[config.mk]
export PLATFORM = sky130hd
export DESIGN_NAME = boot_loader
export DESIGN_NICKNAME = d
export VERILOG_FILES = /design/src/rtl/boot_ldr_pkg.sv /design/src/rtl/boot_word_pack.sv /design/src/rtl/boot_addr_gen.sv /design/src/rtl/boot_loader.sv
export SDC_FILE = /design/constraint.sdc
export NUM_CORES = 1
export LEC_CHECK = 0
export BUFFER_PORTS_ARGS = -buffer_cell sky130_fd_sc_hd__buf_2
export CELL_PAD_IN_SITES_DETAIL_PLACEMENT = 0
export CELL_PAD_IN_SITES_GLOBAL_PLACEMENT = 1
export CORE_ASPECT_RATIO = 0.6
export CORE_UTILIZATION = 40
export CTS_CLUSTER_DIAMETER = 120
export DETAILED_ROUTE_END_ITERATION = 7
export HOLD_SLACK_MARGIN = 0.15
export PLACE_DENSITY_LB_ADDON = 0.2
export RECOVER_POWER = 50
export SLEW_MARGIN = 30
export SYNTH_ARGS = -nofsm -noshare
export SYNTH_HDL_FRONTEND = slang
export SYNTH_SLANG_ARGS = --single-unit
[constraint.sdc]
create_clock -name clk -period 4.9 [get_ports clk]
set_input_delay 0.98 -clock clk [delete_from_list [all_inputs] [get_ports clk]]
set_output_delay 0.98 -clock clk [all_outputs]
set_load 0.03 [all_outputs]
[src/rtl/boot_ldr_pkg.sv]
package boot_ldr_pkg;
  localparam int BYTE_W = 8;

  typedef enum logic [1:0] {
    ST_HDR  = 2'd0,
    ST_DATA = 2'd1,
    ST_DONE = 2'd2,
    ST_FAULT = 2'd3
  } ldr_state_e;

  localparam int FLAG_FINAL_BIT  = 0;
  localparam int FLAG_PADDED_BIT = 1;
endpackage

[src/rtl/boot_word_pack.sv]
module boot_word_pack
  import boot_ldr_pkg::*;
#(
  parameter int WORD_W = 24
) (
  input  logic              clk,
  input  logic              rst_n,
  input  logic              take,
  input  logic [BYTE_W-1:0] byte_in,
  input  logic              padded,
  output logic              word_full,
  output logic [WORD_W-1:0] word_next
);
  localparam int PACK_BYTES = WORD_W / BYTE_W;
  localparam int POS_W      = $clog2(PACK_BYTES + 1);

  logic [WORD_W-1:0] acc_q;
  logic [POS_W-1:0]  pos_q;
  logic [POS_W-1:0]  last_pos;

  // padded words carry one extra leading byte that shifts out the top
  assign last_pos  = padded ? POS_W'(PACK_BYTES) : POS_W'(PACK_BYTES - 1);
  assign word_next = {acc_q[WORD_W-BYTE_W-1:0], byte_in};
  assign word_full = take && (pos_q == last_pos);

  always_ff @(posedge clk) begin
    if (!rst_n) begin
      acc_q <= '0;
      pos_q <= '0;
    end else if (take) begin
      acc_q <= word_next;
      pos_q <= (pos_q == last_pos) ? '0 : pos_q + 1'b1;
    end
  end
endmodule

[src/rtl/boot_addr_gen.sv]
module boot_addr_gen #(
  parameter int ADDR_W = 16,
  parameter int WORD_W = 24
) (
  input  logic              clk,
  input  logic              rst_n,
  input  logic              load,
  input  logic [ADDR_W-1:0] load_addr,
  input  logic              wr,
  input  logic [WORD_W-1:0] wr_data,
  output logic              pm_we,
  output logic [ADDR_W-1:0] pm_addr,
  output logic [WORD_W-1:0] pm_data
);
  logic [ADDR_W-1:0] next_q;

  always_ff @(posedge clk) begin
    if (!rst_n) begin
      next_q  <= '0;
      pm_we   <= 1'b0;
      pm_addr <= '0;
      pm_data <= '0;
    end else begin
      pm_we <= wr;
      if (wr) begin
        pm_addr <= next_q;
        pm_data <= wr_data;
        next_q  <= next_q + 1'b1;
      end else if (load) begin
        next_q <= load_addr;
      end
    end
  end
endmodule

[src/rtl/boot_loader.sv]
module boot_loader
  import boot_ldr_pkg::*;
#(
  parameter int ADDR_W = 16,
  parameter int CNT_W  = 16,
  parameter int WORD_W = 24
) (
  input  logic              clk,
  input  logic              rst_n,
  input  logic              in_valid,
  input  logic [7:0]        in_data,
  output logic              in_ready,
  output logic              pm_we,
  output logic [ADDR_W-1:0] pm_addr,
  output logic [WORD_W-1:0] pm_data,
  output logic              done,
  output logic              err
);
  localparam int ADDR_BYTES = ADDR_W / BYTE_W;
  localparam int CNT_BYTES  = CNT_W / BYTE_W;
  localparam int HDR_LAST   = ADDR_BYTES + CNT_BYTES;
  localparam int IDX_W      = $clog2(HDR_LAST + 1);
  localparam int PACK_BYTES = WORD_W / BYTE_W;

  ldr_state_e        state_q;
  logic [IDX_W-1:0]  idx_q;
  logic [ADDR_W-1:0] tgt_q;
  logic [CNT_W-1:0]  cnt_q;
  logic [CNT_W-1:0]  rem_q;
  logic              final_q;
  logic              padded_q;

  logic accept, hdr_take, data_take, flags_now;
  logic new_final, new_padded, count_bad;
  logic word_full;
  logic [WORD_W-1:0] word_next;

  assign in_ready  = (state_q == ST_HDR) || (state_q == ST_DATA);
  assign accept    = in_valid && in_ready;
  assign hdr_take  = accept && (state_q == ST_HDR);
  assign data_take = accept && (state_q == ST_DATA);
  assign flags_now = hdr_take && (idx_q == IDX_W'(HDR_LAST));
  assign new_final  = in_data[FLAG_FINAL_BIT];
  assign new_padded = in_data[FLAG_PADDED_BIT];
  assign count_bad  = new_padded ? (cnt_q % CNT_W'(PACK_BYTES + 1)) != '0
                                 : (cnt_q % CNT_W'(PACK_BYTES)) != '0;

  always_ff @(posedge clk) begin
    if (!rst_n) begin
      state_q  <= ST_HDR;
      idx_q    <= '0;
      tgt_q    <= '0;
      cnt_q    <= '0;
      rem_q    <= '0;
      final_q  <= 1'b0;
      padded_q <= 1'b0;
    end else if (hdr_take) begin
      if (idx_q < IDX_W'(ADDR_BYTES)) begin
        tgt_q <= {tgt_q[ADDR_W-BYTE_W-1:0], in_data};
        idx_q <= idx_q + 1'b1;
      end else if (idx_q < IDX_W'(HDR_LAST)) begin
        cnt_q <= {cnt_q[CNT_W-BYTE_W-1:0], in_data};
        idx_q <= idx_q + 1'b1;
      end else begin
        idx_q    <= '0;
        final_q  <= new_final;
        padded_q <= new_padded;
        rem_q    <= cnt_q;
        if (count_bad)              state_q <= ST_FAULT;
        else if (cnt_q == '0)       state_q <= new_final ? ST_DONE : ST_HDR;
        else                        state_q <= ST_DATA;
      end
    end else if (data_take) begin
      rem_q <= rem_q - 1'b1;
      if (rem_q == CNT_W'(1)) state_q <= final_q ? ST_DONE : ST_HDR;
    end
  end

  boot_word_pack #(.WORD_W(WORD_W)) u_pack (
    .clk       (clk),
    .rst_n     (rst_n),
    .take      (data_take),
    .byte_in   (in_data),
    .padded    (padded_q),
    .word_full (word_full),
    .word_next (word_next)
  );

  boot_addr_gen #(.ADDR_W(ADDR_W), .WORD_W(WORD_W)) u_addr (
    .clk       (clk),
    .rst_n     (rst_n),
    .load      (flags_now),
    .load_addr (tgt_q),
    .wr        (word_full),
    .wr_data   (word_next),
    .pm_we     (pm_we),
    .pm_addr   (pm_addr),
    .pm_data   (pm_data)
  );

  assign done = (state_q == ST_DONE);
  assign err  = (state_q == ST_FAULT);
endmodule

==> results of run 1 <==
==> kinds of logic (layout without fill, tap and decap cells) <==
logic type / Yosys count / in the layout / synth area share (%)
AND/OR/NAND/NOR: 393 / 393 / 27.1
AO/OA/AOI/OAI: 261 / 261 / 26.9
flip-flops: 130 / 130 / 38.6
buffers and inverters: 80 / 130 / 4.76
XOR/XNOR: 8 / 8 / 1.04
adder cells (fa/ha/maj): 7 / 7 / 1.30
multiplexers: 2 / 2 / 0.315
==> timing repair <==
| item | 4_1_cts | 5_1_grt |
|---|---|---|
| pin swaps | 1 | 13 |
| cloned | 0 | 0 |
| gates resized for setup | 5 | 29 |
| buffers inserted | 2 | 4 |
| setup endpoints to repair | 2 | 2 |
==> synth_stat cells, types with 4 or more instances <==
| library cell | count | area, um2 |
|---|---|---|
| sky130_fd_sc_hd__nand2_1 | 224 | 841 |
| sky130_fd_sc_hd__dfxtp_1 | 130 | 2600 |
| sky130_fd_sc_hd__a21boi_0 | 95 | 713 |
| sky130_fd_sc_hd__o21ai_0 | 54 | 270 |
| sky130_fd_sc_hd__clkbuf_1 | 53 | 199 |
| sky130_fd_sc_hd__nor2_1 | 41 | 154 |
| sky130_fd_sc_hd__a21oi_1 | 39 | 195 |
| sky130_fd_sc_hd__nor2b_1 | 19 | 119 |
| sky130_fd_sc_hd__nand3_1 | 16 | 80.1 |
| sky130_fd_sc_hd__nor3_1 | 15 | 75.1 |
| sky130_fd_sc_hd__and3_1 | 14 | 87.6 |
| sky130_fd_sc_hd__and2_1 | 13 | 81.3 |
| sky130_fd_sc_hd__inv_1 | 13 | 48.8 |
| sky130_fd_sc_hd__a31oi_1 | 9 | 56.3 |
| sky130_fd_sc_hd__nor4_1 | 9 | 56.3 |
| sky130_fd_sc_hd__nor3b_1 | 8 | 60.1 |
| sky130_fd_sc_hd__or3_1 | 8 | 50.1 |
| sky130_fd_sc_hd__ha_1 | 7 | 87.6 |
| sky130_fd_sc_hd__a21o_1 | 6 | 45.0 |
| sky130_fd_sc_hd__xnor2_1 | 6 | 52.6 |
| sky130_fd_sc_hd__a221oi_1 | 5 | 43.8 |
| sky130_fd_sc_hd__a22oi_1 | 5 | 37.5 |
| sky130_fd_sc_hd__buf_1 | 5 | 18.8 |
| sky130_fd_sc_hd__nand2b_1 | 5 | 31.3 |
| sky130_fd_sc_hd__a311oi_1 | 4 | 35.0 |
| sky130_fd_sc_hd__buf_2 | 4 | 20.0 |
| sky130_fd_sc_hd__nand4b_1 | 4 | 35.0 |
==> per-layer routing <==
metal  part of all wire (%)  global-route usage, %
met1                     53                   34.7
met2                     40                   31.2
met3                    5.8                   4.18
met4                   0.84                   6.31
met5                      0                      0
==> area by class of cell <==
type / instances / area, um2 / share of cell area [%]
Inverter: 14 / 52.6 / 0.663
Multi-Input combinational cell: 671 / 3940 / 49.7
Clock buffer: 17 / 425 / 5.37
Timing Repair Buffer: 84 / 442 / 5.57
Clock inverter: 15 / 165 / 2.08
Tap cell: 228 / 285 / 3.60
Sequential cell: 130 / 2620 / 33.0
==> worst max-delay path, stage by stage, from the launching register on <==
cell,delay [ps]
sky130_fd_sc_hd__dfxtp_4,390
sky130_fd_sc_hd__or3b_1,410
sky130_fd_sc_hd__and3_1,220
sky130_fd_sc_hd__o32a_1,400
sky130_fd_sc_hd__nand2_2,170
sky130_fd_sc_hd__a211o_1,210
sky130_fd_sc_hd__nor3_2,90
sky130_fd_sc_hd__or4_4,530
sky130_fd_sc_hd__a21o_1,200
sky130_fd_sc_hd__a32oi_4,250
sky130_fd_sc_hd__ha_4,190
sky130_fd_sc_hd__nor2_4,40
sky130_fd_sc_hd__nand3_1,70
sky130_fd_sc_hd__o21ai_1,80
sky130_fd_sc_hd__ha_2,290
sky130_fd_sc_hd__nor3_2,120
sky130_fd_sc_hd__o31ai_1,100
sky130_fd_sc_hd__or4b_4,490
sky130_fd_sc_hd__o221ai_2,200
sky130_fd_sc_hd__a31oi_1,110
==> layout by cell type, fill, tap and decap left out, types with 3 or more instances in the layout <==
cell                        instances
sky130_fd_sc_hd__a311oi_1           3
sky130_fd_sc_hd__dfxtp_4            3
sky130_fd_sc_hd__o21ai_0           50
sky130_fd_sc_hd__nor3_1            13
sky130_fd_sc_hd__a21o_1             6
sky130_fd_sc_hd__inv_6              6
sky130_fd_sc_hd__a21boi_0          95
sky130_fd_sc_hd__dfxtp_1          126
sky130_fd_sc_hd__o21ai_1            4
sky130_fd_sc_hd__inv_1             13
sky130_fd_sc_hd__nor2_1            40
sky130_fd_sc_hd__buf_2             11
sky130_fd_sc_hd__and3_1            13
sky130_fd_sc_hd__inv_8              4
sky130_fd_sc_hd__nor4_1             9
sky130_fd_sc_hd__a221oi_1           4
sky130_fd_sc_hd__nand4b_1           4
sky130_fd_sc_hd__ha_1               5
sky130_fd_sc_hd__buf_4             26
sky130_fd_sc_hd__nor3_2             3
sky130_fd_sc_hd__nand4_1            3
sky130_fd_sc_hd__a21oi_1           39
sky130_fd_sc_hd__or3_1              8
sky130_fd_sc_hd__a211o_1            3
sky130_fd_sc_hd__nand3_1           15
sky130_fd_sc_hd__xnor2_1            6
sky130_fd_sc_hd__nand2b_1           5
sky130_fd_sc_hd__nand2_1          224
sky130_fd_sc_hd__o211ai_1           3
sky130_fd_sc_hd__nor3b_1            7
sky130_fd_sc_hd__clkbuf_1          45
sky130_fd_sc_hd__and2_1            11
sky130_fd_sc_hd__a31oi_1            9
sky130_fd_sc_hd__a22oi_1            4
sky130_fd_sc_hd__clkbuf_16         17
sky130_fd_sc_hd__nor2b_1           18
==> registers in the layout (all words and copies together) (netlist names) <==
signal and count:
cnt_q 16, u_addr.pm_addr 16, u_addr.pm_data 24, u_pack.pos_q 2
u_pack.acc_q 16, rem_q 16, idx_q 3, u_addr.pm_we 1
state_q 2, u_addr.next_q 16, tgt_q 16, padded_q 1
final_q 1
==> where the power goes <==
part | internal, mW | switching (mW)
clock network | 0.727 | 0.569
registers | 1.07 | 0.0178
logic | 0.0604 | 0.0943
==> worst paths after layout <==
kind | depth (start not counted) | slack (ps) | to | from
setup / recovery | 19 | 210 | state_q[0] | cnt_q[10]
hold / removal | 2 | 460 | u_addr.pm_addr[15] | u_addr.pm_addr[15]
setup reg to reg | 19 | 210 | state_q[0] | cnt_q[10]
hold reg to reg | 2 | 460 | u_addr.pm_addr[15] | u_addr.pm_addr[15]
==> impl_results.html, run 1 <==
<table>
<tr><th>Metric</th><th>Value</th></tr>
<tr><th colspan="2">Timing</th></tr>
<tr><td>Worst max-slew margin expressed relative to the limit</td><td>-72.3%</td></tr>
<tr><td>Achievable clock frequency</td><td>213 MHz</td></tr>
<tr><td>Worst Setup Slack, final</td><td>around 210 ps</td></tr>
<tr><td>Number of failing hold endpoints at the final stage</td><td>0</td></tr>
<tr><td>Post-route clock period utilization</td><td>95.7%</td></tr>
<tr><td>Setup_tns</td><td>0 ps</td></tr>
<tr><td>Min Clock Period, post-route</td><td>4690 ps</td></tr>
<tr><td>Fin Clk Skew</td><td>roughly 14 ps</td></tr>
<tr><td>Setup-violating endpoint count in the final report</td><td>0</td></tr>
<tr><td>Final count of pins violating max slew</td><td>a little under 70</td></tr>
<tr><td>Final hold slack</td><td>around 460 ps</td></tr>
<tr><td>Slew of the pin with the lowest slew margin</td><td>2580 ps</td></tr>
<tr><th colspan="2">Flow run</th></tr>
<tr><td>Maximum Capacitance Violations</td><td>1</td></tr>
<tr><th colspan="2">Global routing</th></tr>
<tr><td>Via count of the first global-routing pass</td><td>between 5k and 6k</td></tr>
<tr><td>Overflow left after global routing</td><td>0</td></tr>
<tr><td>First-pass GRT wire length</td><td>between 30 and 40 mm</td></tr>
<tr><td>Antenna violations before repair</td><td>0</td></tr>
<tr><td>GRT Resource Usage Total</td><td>22.5%</td></tr>
<tr><td>Largest net degree at the start of global routing</td><td>68</td></tr>
<tr><th colspan="2">Finish</th></tr>
<tr><td>Utilization of the core after routing</td><td>around half</td></tr>
<tr><td>Area of all placed cells without fillers</td><td>slightly below 8000 um2</td></tr>
<tr><td>Non-filler cells, final</td><td>about 1.2k</td></tr>
<tr><td>Count of inserted antenna diode cells</td><td>0</td></tr>
<tr><td>Layout area overhead</td><td>17.4%</td></tr>
<tr><td>Final layout net count</td><td>~940</td></tr>
<tr><td>Filler cell count</td><td>about 1.7k</td></tr>
<tr><td>Layout cells sized above 1</td><td>a little under an eighth</td></tr>
<tr><th colspan="2">Setup path</th></tr>
<tr><td>Category of the critical setup timing path</td><td>reg2reg</td></tr>
<tr><td>Sort of element at the end of the critical path</td><td>register</td></tr>
<tr><td>Crit path max fanout</td><td>12</td></tr>
<tr><td>CP required</td><td>5180 ps</td></tr>
<tr><td>Worst endpoint data arrival time</td><td>4970 ps</td></tr>
<tr><td>Launching element type of the critical path</td><td>register</td></tr>
<tr><th colspan="2">Synth</th></tr>
<tr><td>Sequential fraction of the synthesis area</td><td>about two fifths</td></tr>
<tr><td>Synthesized flop and latch total</td><td>130</td></tr>
<tr><td>Post-synthesis cell area</td><td>~6700 um2</td></tr>
<tr><td>FFs w/ async S/R, synth</td><td>0%</td></tr>
<tr><td>Most instantiated flip-flop cell in the synthesis netlist</td><td>sky130_fd_sc_hd__dfxtp_1</td></tr>
<tr><td>Number of nets in the synthesized netlist</td><td>around 900</td></tr>
<tr><td>Number of warnings issued by yosys</td><td>0</td></tr>
<tr><td>Post-synthesis cell type count</td><td>between 70 and 80</td></tr>
<tr><td>Post-Syn Instances</td><td>roughly 900</td></tr>
<tr><td>Avg Cell Area, Syn</td><td>~7.7 um2</td></tr>
<tr><td>Number of enable flip-flop cells after synthesis</td><td>0</td></tr>
<tr><th colspan="2">Route</th></tr>
<tr><td>Detailed-route wire length</td><td>19.3 mm</td></tr>
<tr><td>DR WL/cell</td><td>roughly 17 um</td></tr>
<tr><td>Drt initial violations</td><td>approximately 550</td></tr>
<tr><td>Residual DRC count</td><td>0</td></tr>
<tr><td>ANT nets after route</td><td>0</td></tr>
<tr><td>Overall via count from detail_route</td><td>between 6k and 7k</td></tr>
<tr><td>Via-to-Cell Ratio</td><td>roughly 5.6</td></tr>
<tr><td>Number of detailed-routing iterations run before antenna repair</td><td>6</td></tr>
<tr><th colspan="2">Clock tree</th></tr>
<tr><td>Cts-stage hold buffer count</td><td>0</td></tr>
<tr><td>Number of buffers inserted during clock tree synthesis</td><td>17</td></tr>
<tr><td>Clk_lat worst skew</td><td>between 400 and 500 ps</td></tr>
<tr><td>CTS root buf</td><td>sky130_fd_sc_hd__clkbuf_16</td></tr>
<tr><td>Deepest clock path buffer count</td><td>2</td></tr>
<tr><td>Clock Pin Slew Worst Setup and Hold Paths</td><td>approximately 70 ps</td></tr>
<tr><td>Number of H-tree levels</td><td>4</td></tr>
<tr><td>Clock tree from TritonCTS</td><td>done</td></tr>
<tr><td>CTS Sinks</td><td>130</td></tr>
<tr><th colspan="2">Status</th></tr>
<tr><td>Result of the run</td><td>finished with violations</td></tr>
<tr><td>Failing checks</td><td>max-capacitance violations, max-slew violations</td></tr>
<tr><th colspan="2">Die</th></tr>
<tr><td>Site Rows</td><td>36</td></tr>
<tr><td>Core region area</td><td>about 16000 um2</td></tr>
<tr><td>Initial core utilization</td><td>approximately two fifths</td></tr>
<tr><td>Die Wd</td><td>between 150 and 200 um</td></tr>
<tr><td>Floorplan die area</td><td>~17000 um2</td></tr>
<tr><td>Number of top-level pins</td><td>55</td></tr>
<tr><td>Overall die height</td><td>roughly 100 um</td></tr>
<tr><th colspan="2">Place</th></tr>
<tr><td>Placed instance count</td><td>1121</td></tr>
<tr><td>Buffers on Ports</td><td>54</td></tr>
<tr><td>Detail Placement HPWL</td><td>roughly 13 mm</td></tr>
<tr><td>Pre-CTS setup slack</td><td>-135 ps</td></tr>
<tr><td>Weighted congestion at the end of routability-driven global placement</td><td>roughly 0.89</td></tr>
<tr><td>Placed cell areas</td><td>a little over 7000 um2</td></tr>
<tr><th colspan="2">Hold path</th></tr>
<tr><td>Kind of path behind the tightest hold check</td><td>reg2reg</td></tr>
<tr><th colspan="2">Power</th></tr>
<tr><td>Pwr Total</td><td>2.53 mW</td></tr>
<tr><td>Leakage power total</td><td>between 2 and 3 nW</td></tr>
<tr><td>Power per unit of standard cell area</td><td>320 nW/um2</td></tr>
<tr><td>Peak VDD IR</td><td>a little over 0.2 mV</td></tr>
</table>
No activity file was read; power rests on OpenSTA's default activity.
==> run 2: changes to the inputs <==
--- a/config.mk
+++ b/config.mk
@@ -9,7 +9,8 @@
 export CELL_PAD_IN_SITES_DETAIL_PLACEMENT = 0
 export CELL_PAD_IN_SITES_GLOBAL_PLACEMENT = 1
 export CORE_ASPECT_RATIO = 0.6
-export CORE_UTILIZATION = 40
+export CORE_UTILIZATION = 42
+export CTS_BUF_LIST = sky130_fd_sc_hd__clkbuf_8
 export CTS_CLUSTER_DIAMETER = 120
 export DETAILED_ROUTE_END_ITERATION = 7
 export HOLD_SLACK_MARGIN = 0.15
==> impl_results.html, run 2 (synthesized netlist as in run 1, its figures left out) <==
<table>
<tr><th>Metric</th><th>Value</th></tr>
<tr><th colspan="2">Die</th></tr>
<tr><td>Site Rows</td><td>35</td></tr>
<tr><td>Floorplan die area</td><td>16600 um2</td></tr>
<tr><td>Number of top-level pins</td><td>55</td></tr>
<tr><td>Core region area</td><td>15500 um2</td></tr>
<tr><td>Overall die height</td><td>roughly 100 um</td></tr>
<tr><td>Initial core utilization</td><td>a little over two fifths</td></tr>
<tr><td>Die Wd</td><td>about 170 um</td></tr>
<tr><th colspan="2">Clock tree</th></tr>
<tr><td>CTS root buf</td><td>sky130_fd_sc_hd__clkbuf_8</td></tr>
<tr><td>Clock tree from TritonCTS</td><td>done</td></tr>
<tr><td>Clk_lat worst skew</td><td>450 ps</td></tr>
<tr><td>Number of buffers inserted during clock tree synthesis</td><td>17</td></tr>
<tr><td>Number of H-tree levels</td><td>4</td></tr>
<tr><td>CTS Sinks</td><td>130</td></tr>
<tr><td>Deepest clock path buffer count</td><td>2</td></tr>
<tr><td>Clock Pin Slew Worst Setup and Hold Paths</td><td>roughly 90 ps</td></tr>
<tr><th colspan="2">Place</th></tr>
<tr><td>Placed instance count</td><td>roughly 1.1k</td></tr>
<tr><td>Detail Placement HPWL</td><td>approximately 13 mm</td></tr>
<tr><td>Weighted congestion at the end of routability-driven global placement</td><td>about 0.95</td></tr>
<tr><td>Buffers on Ports</td><td>54</td></tr>
<tr><th colspan="2">Setup path</th></tr>
<tr><td>Worst reg-to-reg path cell count</td><td>21</td></tr>
<tr><td>Crit path max fanout</td><td>7</td></tr>
<tr><td>Worst-path cell with the longest stage delay</td><td>sky130_fd_sc_hd__or4b_4</td></tr>
<tr><td>Crit path buf inv count</td><td>2</td></tr>
<tr><td>Largest stage delay, worst path</td><td>510 ps</td></tr>
<tr><td>Worst path depth</td><td>21</td></tr>
<tr><td>Most used cell along the critical path</td><td>sky130_fd_sc_hd__o21ai_0</td></tr>
<tr><td>Worst endpoint data arrival time</td><td>approximately 5100 ps</td></tr>
<tr><td>Category of the critical setup timing path</td><td>reg2reg</td></tr>
<tr><td>Sort of element at the end of the critical path</td><td>register</td></tr>
<tr><td>CP delay by family, top</td><td>compound AO/OA/AOI/OAI gates</td></tr>
<tr><td>Worst flop-to-flop path endpoint</td><td>state_q[0]</td></tr>
<tr><td>CP required</td><td>~5200 ps</td></tr>
<tr><td>Cell-by-cell trace of the critical path</td><td>clkbuf_2 -&gt; nand4b_1 -&gt; a2bb2oi_2 -&gt; a22o_1 -&gt; nand2_2 -&gt; buf_4 -&gt; a211o_1 -&gt; or3_1 -&gt; a221oi_1 -&gt; nor3_2 -&gt; a32oi_4 -&gt; ha_4 -&gt; nor2_4 -&gt; o21ai_0 -&gt; ha_2 -&gt; o21ai_0 -&gt; nand2b_1 -&gt; a21oi_1 -&gt; or4b_4 -&gt; o221ai_2 -&gt; a31oi_1</td></tr>
<tr><td>Critical Path Sink</td><td>state_q[0]</td></tr>
<tr><td>Launching element type of the critical path</td><td>register</td></tr>
<tr><td>Beginning of the critical path</td><td>cnt_q[12]</td></tr>
<tr><td>Register-to-register setup slack</td><td>approximately 90 ps</td></tr>
<tr><td>Launching point of the worst reg2reg path</td><td>cnt_q[12]</td></tr>
<tr><th colspan="2">Finish</th></tr>
<tr><td>Count of inserted antenna diode cells</td><td>0</td></tr>
<tr><td>Flip-flop count of the largest register after layout</td><td>24</td></tr>
<tr><td>Final layout net count</td><td>approximately 940</td></tr>
<tr><td>Non-filler cells, final</td><td>around 1.1k</td></tr>
<tr><td>Layout cells sized above 1</td><td>12.3%</td></tr>
<tr><td>Largest register by flop count</td><td>u_addr.pm_data</td></tr>
<tr><td>Most frequent standard cell in the layout excluding fill and tap cells</td><td>sky130_fd_sc_hd__nand2_1</td></tr>
<tr><td>Layout area overhead</td><td>13.9%</td></tr>
<tr><td>Leading cell types in the layout, fill and taps excluded</td><td>sky130_fd_sc_hd__nand2_1 (224), sky130_fd_sc_hd__dfxtp_1 (124), sky130_fd_sc_hd__a21boi_0 (95), sky130_fd_sc_hd__o21ai_0 (52), sky130_fd_sc_hd__clkbuf_1 (45)</td></tr>
<tr><td>Utilization of the core after routing</td><td>between 40% and 50%</td></tr>
<tr><th colspan="2">Power</th></tr>
<tr><td>Peak VDD IR</td><td>approximately 0.14 mV</td></tr>
<tr><td>Leakage power total</td><td>between 2 and 3 nW</td></tr>
<tr><td>Power per unit of standard cell area</td><td>between 200 and 300 nW/um2</td></tr>
<tr><th colspan="2">Timing</th></tr>
<tr><td>Slew of the pin with the lowest slew margin</td><td>between 1500 and 2000 ps</td></tr>
<tr><td>Min Clock Period, post-route</td><td>~4800 ps</td></tr>
<tr><td>Setup_tns</td><td>0 ps</td></tr>
<tr><td>Worst max-slew margin expressed relative to the limit</td><td>-30.9%</td></tr>
<tr><td>Setup-violating endpoint count in the final report</td><td>0</td></tr>
<tr><td>Post-route clock period utilization</td><td>98.2%</td></tr>
<tr><td>Achievable clock frequency</td><td>208 MHz</td></tr>
<tr><td>Fin Clk Skew</td><td>16.5 ps</td></tr>
<tr><td>Number of failing hold endpoints at the final stage</td><td>0</td></tr>
<tr><td>Final count of pins violating max slew</td><td>just over 100</td></tr>
<tr><th colspan="2">Global routing</th></tr>
<tr><td>Overflow left after global routing</td><td>0</td></tr>
<tr><td>Via count of the first global-routing pass</td><td>5774</td></tr>
<tr><td>Largest net degree at the start of global routing</td><td>54</td></tr>
<tr><td>Antenna violations before repair</td><td>0</td></tr>
<tr><td>First-pass GRT wire length</td><td>30.1 mm</td></tr>
<tr><td>GRT Resource Usage Total</td><td>22.8%</td></tr>
<tr><th colspan="2">Route</th></tr>
<tr><td>DR WL/cell</td><td>between 15 and 20 um</td></tr>
<tr><td>Overall via count from detail_route</td><td>about 6.4k</td></tr>
<tr><td>Drt initial violations</td><td>~590</td></tr>
<tr><td>Detailed-route wire length</td><td>around 19 mm</td></tr>
<tr><td>Via-to-Cell Ratio</td><td>approximately 5.7</td></tr>
<tr><td>Number of detailed-routing iterations run before antenna repair</td><td>7</td></tr>
<tr><td>Residual DRC count</td><td>8</td></tr>
<tr><td>ANT nets after route</td><td>0</td></tr>
<tr><th colspan="2">Status</th></tr>
<tr><td>Result of the run</td><td>finished with violations</td></tr>
<tr><td>Failing checks</td><td>design-rule violations, max-capacitance violations, max-slew violations</td></tr>
<tr><th colspan="2">Flow run</th></tr>
<tr><td>Maximum Capacitance Violations</td><td>2</td></tr>
<tr><th colspan="2">Hold path</th></tr>
<tr><td>Kind of path behind the tightest hold check</td><td>reg2reg</td></tr>
</table>
[run 2: worst register-to-register path, cell delays in order (launching register included)]
cell	delay, ps
sky130_fd_sc_hd__dfxtp_4	380
sky130_fd_sc_hd__clkbuf_2	150
sky130_fd_sc_hd__nand4b_1	180
sky130_fd_sc_hd__a2bb2oi_2	260
sky130_fd_sc_hd__a22o_1	270
sky130_fd_sc_hd__nand2_2	90
sky130_fd_sc_hd__buf_4	160
sky130_fd_sc_hd__a211o_1	290
sky130_fd_sc_hd__or3_1	390
sky130_fd_sc_hd__a221oi_1	420
sky130_fd_sc_hd__nor3_2	120
sky130_fd_sc_hd__a32oi_4	290
sky130_fd_sc_hd__ha_4	190
sky130_fd_sc_hd__nor2_4	50
sky130_fd_sc_hd__o21ai_0	160
sky130_fd_sc_hd__ha_2	210
sky130_fd_sc_hd__o21ai_0	90
sky130_fd_sc_hd__nand2b_1	120
sky130_fd_sc_hd__a21oi_1	70
sky130_fd_sc_hd__or4b_4	510
sky130_fd_sc_hd__o221ai_2	190
sky130_fd_sc_hd__a31oi_1	100
[run 2: through the flow]
stage	cell area [um2]	total power, mW	worst slack (ps)	hold WS (ps)
floorplan	6750	1.20	152	437
global placement	7190	1.25	117	448
detailed placement	7190	1.25	-121	454
CTS	7580	2.12	7.70	467
global route	7690	2.21	-99.7	497
finish	7690	2.11	90.5	471
[run 2: where the power goes]
group	leakage, nW	internal (mW)	total, mW	switching [mW]
combinational	1.39	0.0580	0.151	0.0931
sequential	1.05	1.07	1.08	0.0178
clock	0.188	0.374	0.873	0.499
[run 2: area by class of cell]
type / count / area (um2)
tap: 203 / 254
clock buffer: 17 / 234
multi-input combinational: 671 / 3930
timing repair buffer: 87 / 458
sequential: 130 / 2620
clock inverter: 15 / 143
fill: 1548 / 7820
inverter: 14 / 52.6
[run 2: worst min path at each step]
stage	cells past startpoint	slack (ps)	startpoint	endpoint
final	2	470	u_addr.pm_addr[6]	u_addr.pm_addr[6]
after floorplan	2	440	rem_q[9]	rem_q[9]
after CTS	2	470	u_addr.pm_addr[6]	u_addr.pm_addr[6]
after global routing	2	500	u_addr.pm_addr[7]	u_addr.pm_addr[7]
after detailed placement	2	450	u_addr.pm_addr[6]	u_addr.pm_addr[6]
after global placement	2	450	u_addr.pm_addr[5]	u_addr.pm_addr[5]
[run 2: layer usage]
metal | track usage [%] | share of wire (%) | up-vias | wire length (um)
li1 | - | - | 3164 | -
met1 | 34.9 | 52 | 3016 | 9700
met2 | 31.2 | 39 | 236 | 7350
met3 | 4.93 | 6.9 | 27 | 1290
met4 | 6.61 | 1.7 | 0 | 314
met5 | 0 | 0 | - | 0
[run 2: timing repair]
action                     in CTS  in global routing
pin swaps                       0                  6
setup endpoints to repair       2                  2
setup buffers                   0                  9
hold buffers                    0                  0
resized for setup               5                 27
